--- config.mk ---
export PLATFORM = sky130hd
export DESIGN_NAME = vrr_vline_counter
export DESIGN_NICKNAME = d
export VERILOG_FILES = /design/src/rtl/vrr_vline_pkg.sv /design/src/rtl/vrr_trig_hold.sv /design/src/rtl/vrr_mid_tracker.sv /design/src/rtl/vrr_ext_counter.sv /design/src/rtl/vrr_vline_counter.sv
export SDC_FILE = /design/constraint.sdc
export NUM_CORES = 1
export LEC_CHECK = 0
export BUFFER_PORTS_ARGS = -buffer_cell sky130_fd_sc_hd__buf_2
export CAP_MARGIN = 0
export CORE_UTILIZATION = 35
export CTS_CLUSTER_DIAMETER = 100
export CTS_CLUSTER_SIZE = 12
export DETAILED_ROUTE_END_ITERATION = 7
export PLACE_DENSITY = 0.55
export SLEW_MARGIN = 5
export SYNTH_ARGS = -nofsm -noshare
export SYNTH_HDL_FRONTEND = slang
export SYNTH_SLANG_ARGS = --single-unit
export TNS_END_PERCENT = 5
--- constraint.sdc ---
create_clock -name clk -period 9.12 [get_ports clk]
set_input_delay 1.824 -clock clk [delete_from_list [all_inputs] [get_ports clk]]
set_output_delay 1.824 -clock clk [all_outputs]
set_load 0.005 [all_outputs]
--- src/rtl/vrr_vline_pkg.sv ---
package vrr_vline_pkg;
  typedef struct packed {
    logic fend;
    logic enter;
    logic leave;
  } line_step_t;
endpackage

--- src/rtl/vrr_trig_hold.sv ---
module vrr_trig_hold (
  input  logic clk,
  input  logic rst_n,
  input  logic vrr_en,
  input  logic trig,
  input  logic clear,
  output logic trig_now
);
  logic pend_q, pend_d;

  always_comb begin
    pend_d = pend_q;
    if (clear)
      pend_d = 1'b0;
    else if (vrr_en && trig)
      pend_d = 1'b1;
  end

  always_ff @(posedge clk or negedge rst_n) begin
    if (!rst_n) pend_q <= 1'b0;
    else        pend_q <= pend_d;
  end

  assign trig_now = vrr_en & (trig | pend_q);
endmodule

--- src/rtl/vrr_mid_tracker.sv ---
module vrr_mid_tracker #(
  parameter int FW = 8
) (
  input  logic          clk,
  input  logic          rst_n,
  input  logic          vrr_en,
  input  logic          mid_en,
  input  logic          vmid_nz,
  input  logic [FW-1:0] mid_frames,
  input  logic          frame_end,
  output logic          use_mid
);
  logic          arm_q;
  logic [FW-1:0] left_q, left_d;
  logic          arm_rise;

  assign arm_rise = mid_en & ~arm_q;
  assign use_mid  = vrr_en & mid_en & vmid_nz & (left_q != '0);

  always_comb begin
    left_d = left_q;
    if (arm_rise)
      left_d = mid_frames;
    else if (frame_end && use_mid)
      left_d = left_q - 1'b1;
  end

  always_ff @(posedge clk or negedge rst_n) begin
    if (!rst_n) begin
      arm_q  <= 1'b0;
      left_q <= '0;
    end else begin
      arm_q  <= mid_en;
      left_q <= left_d;
    end
  end
endmodule

--- src/rtl/vrr_ext_counter.sv ---
module vrr_ext_counter #(
  parameter int EW = 14
) (
  input  logic          clk,
  input  logic          rst_n,
  input  logic          line_end,
  input  logic          enter,
  input  logic          frame_end,
  input  logic [EW-1:0] ext_count,
  output logic          stalled,
  output logic          ext_done
);
  logic [EW-1:0] cnt_q, cnt_d;
  logic          stall_q, stall_d;
  logic          cnt_en;

  assign ext_done = (cnt_q == ext_count - 1'b1);
  assign cnt_en   = frame_end | enter | (line_end & stall_q);

  always_comb begin
    cnt_d   = cnt_q;
    stall_d = stall_q;
    if (frame_end) begin
      cnt_d   = '0;
      stall_d = 1'b0;
    end else if (enter) begin
      cnt_d   = '0;
      stall_d = 1'b1;
    end else if (line_end && stall_q) begin
      if (ext_done) stall_d = 1'b0;
      else          cnt_d   = cnt_q + 1'b1;
    end
  end

  always_ff @(posedge clk or negedge rst_n) begin
    if (!rst_n) begin
      cnt_q   <= '0;
      stall_q <= 1'b0;
    end else if (cnt_en) begin
      cnt_q   <= cnt_d;
      stall_q <= stall_d;
    end
  end

  assign stalled = stall_q;
endmodule

--- src/rtl/vrr_vline_counter.sv ---
module vrr_vline_counter #(
  parameter int VW = 14,
  parameter int EW = 14,
  parameter int FW = 8
) (
  input  logic          clk,
  input  logic          rst_n,
  input  logic          line_end,
  input  logic          trig,
  input  logic          vrr_en,
  input  logic [VW-1:0] vmin,
  input  logic [VW-1:0] vmax,
  input  logic [VW-1:0] vmid,
  input  logic          mid_en,
  input  logic [FW-1:0] mid_frames,
  input  logic [VW-1:0] stop_line,
  input  logic [EW-1:0] ext_count,
  output logic [VW-1:0] vcount,
  output logic          stalled,
  output logic          frame_start
);
  import vrr_vline_pkg::*;

  localparam logic [VW-1:0] ONE = VW'(1);

  logic [VW-1:0] vcnt_q, vcnt_d, eff_max;
  logic          fs_q;
  logic          trig_now, use_mid, ext_done, stall_w;
  line_step_t    st;

  vrr_trig_hold u_trig (
    .clk      (clk),
    .rst_n    (rst_n),
    .vrr_en   (vrr_en),
    .trig     (trig),
    .clear    (st.fend),
    .trig_now (trig_now)
  );

  vrr_mid_tracker #(.FW(FW)) u_mid (
    .clk        (clk),
    .rst_n      (rst_n),
    .vrr_en     (vrr_en),
    .mid_en     (mid_en),
    .vmid_nz    (vmid != '0),
    .mid_frames (mid_frames),
    .frame_end  (st.fend),
    .use_mid    (use_mid)
  );

  vrr_ext_counter #(.EW(EW)) u_ext (
    .clk       (clk),
    .rst_n     (rst_n),
    .line_end  (line_end),
    .enter     (st.enter),
    .frame_end (st.fend),
    .ext_count (ext_count),
    .stalled   (stall_w),
    .ext_done  (ext_done)
  );

  assign eff_max = use_mid ? vmid : vmax;

  always_comb begin
    st.fend  = line_end &
               ((trig_now & (vcnt_q >= vmin)) | (~stall_w & (vcnt_q >= eff_max)));
    st.enter = line_end & ~st.fend & ~stall_w &
               (vcnt_q == stop_line) & (ext_count != '0);
    st.leave = line_end & ~st.fend & stall_w & ext_done;
  end

  always_comb begin
    vcnt_d = vcnt_q;
    if (st.fend)
      vcnt_d = '0;
    else if (st.leave)
      vcnt_d = vcnt_q + ONE;
    else if (line_end && !stall_w && !st.enter)
      vcnt_d = vcnt_q + ONE;
  end

  always_ff @(posedge clk or negedge rst_n) begin
    if (!rst_n) begin
      vcnt_q <= '0;
      fs_q   <= 1'b0;
    end else begin
      if (line_end) vcnt_q <= vcnt_d;
      fs_q <= st.fend;
    end
  end

  assign vcount      = vcnt_q;
  assign stalled     = stall_w;
  assign frame_start = fs_q;
endmodule

==> flow_metrics.py <==
metrics = {
    "yosys": {
        "synth_area_sq_mm": 0.00394,
        "yosysUniqueCellTypes": 59,
        "synth_cells": 474,
        "yosysTopAreaCell": "dfrtp_1",
        "synth_ff_type": "dfrtp_1",
        "synth_seq_area_share": 0.254,
        "synth_warnings": 0,
        "avgSynthCellArea_sq_um": 8.32,
        "syn_nets": 590,
        "synthArstFlopShare": 1.00,
        "synth_enable_flop_cells": 0,
        "ys_ff_latch": 40,
        "synthTopCellsByArea": "dfrtp_1 25%, ha_1 10%, mux2i_1 4.3%",
        "synth_top_cell_area_share": 0.254,
    },
    "timing": {
        "rsz0062_at_grt": "false",
        "fin_hold_ws_ns": 0.501,
        "post-route-period-util": 0.606,
        "fin_setup_tns_ns": 0,
        "hold_violations": 0,
        "fin_crit_ns": 5.52,
        "worst_pin_slew_ns": 1.20,
        "fmax_ghz": 0.181,
        "setup_violations": 0,
        "worst_slew_margin_rel": 0.200,
        "drv_slew": 0,
        "finalClockSkew_ns": 0.0126,
    },
    "power": {
        "peakVddDrop_mv": 0.0697,
        "power.density_mw_per_mm2": 153,
        "power.leakage_uw": 0.00216,
        "finalPower_uw": 718,
    },
    "floorplan": {
        "die_x_um": 108,
        "die_area_sq_mm": 0.0117,
        "fp.coreArea_sq_mm": 0.0109,
        "rows": 38,
        "boundaryPins": 100,
        "die_h_um": 108,
        "start_util": 0.362,
    },
    "clocking": {
        "h-tree-depth": 2,
        "cts_tree": "done",
        "cts_buffers": 5,
        "clk_pin_slew_ns": 0.09,
        "post-cts-setup-buffers": 0,
        "cts.sinks": 40,
        "root_buffer": "clkbuf_8",
        "cts.path.max_buffers": 2,
        "clkLatencyLatePin_ns": 0.31,
        "holdBufCountCts": 0,
        "cts-resized-gates": 0,
    },
    "critical_path": {
        "start_kind": "input pin",
        "cp_cell_sequence": "buf_2 -> nor4_1 -> nand4_1 -> o311ai_2 -> buf_4 -> mux2_2 -> ha_1 -> nand2b_1 -> a21oi_1 -> o211ai_1 -> a221o_1 -> a21oi_1 -> buf_4 -> o311ai_0 -> o211ai_1",
        "cp-end-kind": "flip-flop",
        "critical_path_cell_count": 15,
        "slowest_delay_ns": 0.77,
        "cp.arrival_ns": 5.76,
        "crit_family": "compound AO/OA/AOI/OAI gates",
        "r2r-end": "vcount[10]",
        "r2r_start": "u_mid.left_q[0]",
        "cp_max_fo": 17,
        "slowest_stage": "a21oi_1",
        "crit_type": "in2reg",
        "rrSetupSlack_ns": 4.21,
        "reg2reg_depth": 17,
        "critPathBufInv": 3,
        "crit_required_ns": 9.35,
    },
    "routing": {
        "drt_iter0_markers": 207,
        "avgViaCountPerCell": 5.57,
        "vias": 3927,
        "post-route-drc-count": 0,
        "ant_nets": 0,
        "routed_wl_mm": 11.4,
        "wl_per_cell_um": 16.1,
        "drt-pass1-iter-count": 4,
    },
    "global_routing": {
        "grt_pass1_wl_mm": 18.7,
        "gr-total-overflow": 0,
        "grt_max_degree": 41,
        "grt_pass1_vias": 3756,
        "antenna_found_initial": 0,
        "grt_use_total": 0.204,
    },
    "layout": {
        "syn_to_final_growth_pct": 18.8,
        "diodes": 0,
        "finalNetCount": 680,
        "layout-drive-gt1-share": 0.232,
        "design_area_sq_mm": 0.00468,
    },
    "job": {
        "cap_violations": 0,
    },
    "min_path": {
        "min_path_type": "reg2reg",
        "hp-start": "u_trig.pend_q",
        "min_to": "u_trig.pend_q",
        "hold_depth": 2,
    },
    "placement": {
        "io_buffer_count": 99,
        "place_congestion": 0.842,
        "dp_hpwl_mm": 8.72,
        "place_area_sq_mm": 0.00457,
    },
    "run_status": {
        "status": "completed",
    },
}
placed cells by master, fill, tap and decap left out, types with 5 or more instances in the layout:
cell	n
buf_2	99
inv_1	41
dfrtp_1	40
nor2_1	35
nand2_1	32
ha_1	32
nand3_1	29
mux2i_1	17
xor2_1	16
a21oi_1	13
xnor2_1	13
nand4_1	12
a31oi_1	12
o21ai_0	11
nor4_1	10
o211ai_1	9
or4_1	9
nand2b_1	8
and3_1	8
nor2b_1	8
a41oi_1	8
or3_1	7
o31ai_1	7
o221ai_2	7
nand4b_1	6
a211oi_1	5
o311ai_0	5
nor3_1	5
o311ai_1	5
clkbuf_8	5
buf_4	5
stage by stage:
stage | setup WS, ns | utilization | instances
after floorplan | 3.50 | - | 474
after global placement | 3.31 | 0.420 | 697
after detailed placement | 3.31 | 0.420 | 697
after CTS | 3.64 | 0.430 | 705
after global routing | 3.16 | 0.430 | 705
final | 3.60 | 0.430 | 705
final cells by class:
type / count / area [sq um]
Fill cell: 1120 / 6200
Timing Repair Buffer: 104 / 533
Clock buffer: 5 / 68.8
Inverter: 42 / 158
Multi-Input combinational cell: 371 / 2700
Clock inverter: 3 / 46.3
Sequential cell: 40 / 1000
Tap cell: 140 / 175
sequential cells by signal (all words and copies together) (netlist names):
name	cells
u_ext.stalled	1
u_ext.cnt_q	14
u_trig.pend_q	1
u_mid.arm_q	1
vcount	14
u_mid.left_q	8
frame_start	1
synthesized netlist by cell type, types with 3 or more instances:
cell type and instances:
inv_1 41, dfrtp_1 40, nor2_1 35, ha_1 32, nand2_1 32, nand3_1 29, mux2i_1 17, xor2_1 16
clkbuf_1 14, a21oi_1 13, xnor2_1 13, a31oi_1 12, nand4_1 12, o21ai_0 11, nor4_1 10, o211ai_1 9
or4_1 9, a41oi_1 8, and3_1 8, nand2b_1 8, nor2b_1 8, o221ai_2 7, o31ai_1 7, or3_1 7
a211oi_1 6, nand4b_1 6, o311ai_1 6, nor3_1 5, o311ai_0 5, a21o_1 4, o221ai_1 4, or2_2 4
buf_2 3
kinds of logic (layout without fill, tap and decap cells):
logic type               count (synthesis)  in the layout  share of synthesized area
AND/OR/NAND/NOR                        183            183                      0.253
multiplexers                            18             18                     0.0460
flip-flops                              40             40                      0.254
adder cells (fa/ha/maj)                 32             32                      0.102
AO/OA/AOI/OAI                          108            108                      0.211
buffers and inverters                   63            154                     0.0638
XOR/XNOR                                30             30                     0.0701
worst min-delay path, delay by kind of cell (launching register included):
family / cells / cell delay [ns]
DFF: 1 / 0.35
AOI/OAI and AO/OA: 1 / 0.04
and+or+nand+nor: 1 / 0.07
metal layers:
metal,GRT usage,vias up,part of all wire
met4,0.0323,0,0.0063
met5,0,-,0
met1,0.278,1883,0.45
met2,0.350,72,0.50
li1,-,1966,-
met3,0.0217,6,0.043
power by group:
part           internal (uW)  switching, uW
logic                    130            164
clock network           82.6           75.9
registers                205           60.5
how the worst max path moves through the flow:
stage	slack, ns	to	startpoint
final	3.60	vcount[10]	vmid[0]
after global routing	3.16	vcount[10]	vmid[0]
after CTS	3.64	vcount[10]	vmid[0]
after detailed placement	3.31	vcount[10]	vmid[0]
after global placement	3.31	u_ext.cnt_q[13]	vmid[0]
after floorplan	3.50	u_ext.cnt_q[3]	vmid[9]
No activity file was read; power rests on OpenSTA's default activity.
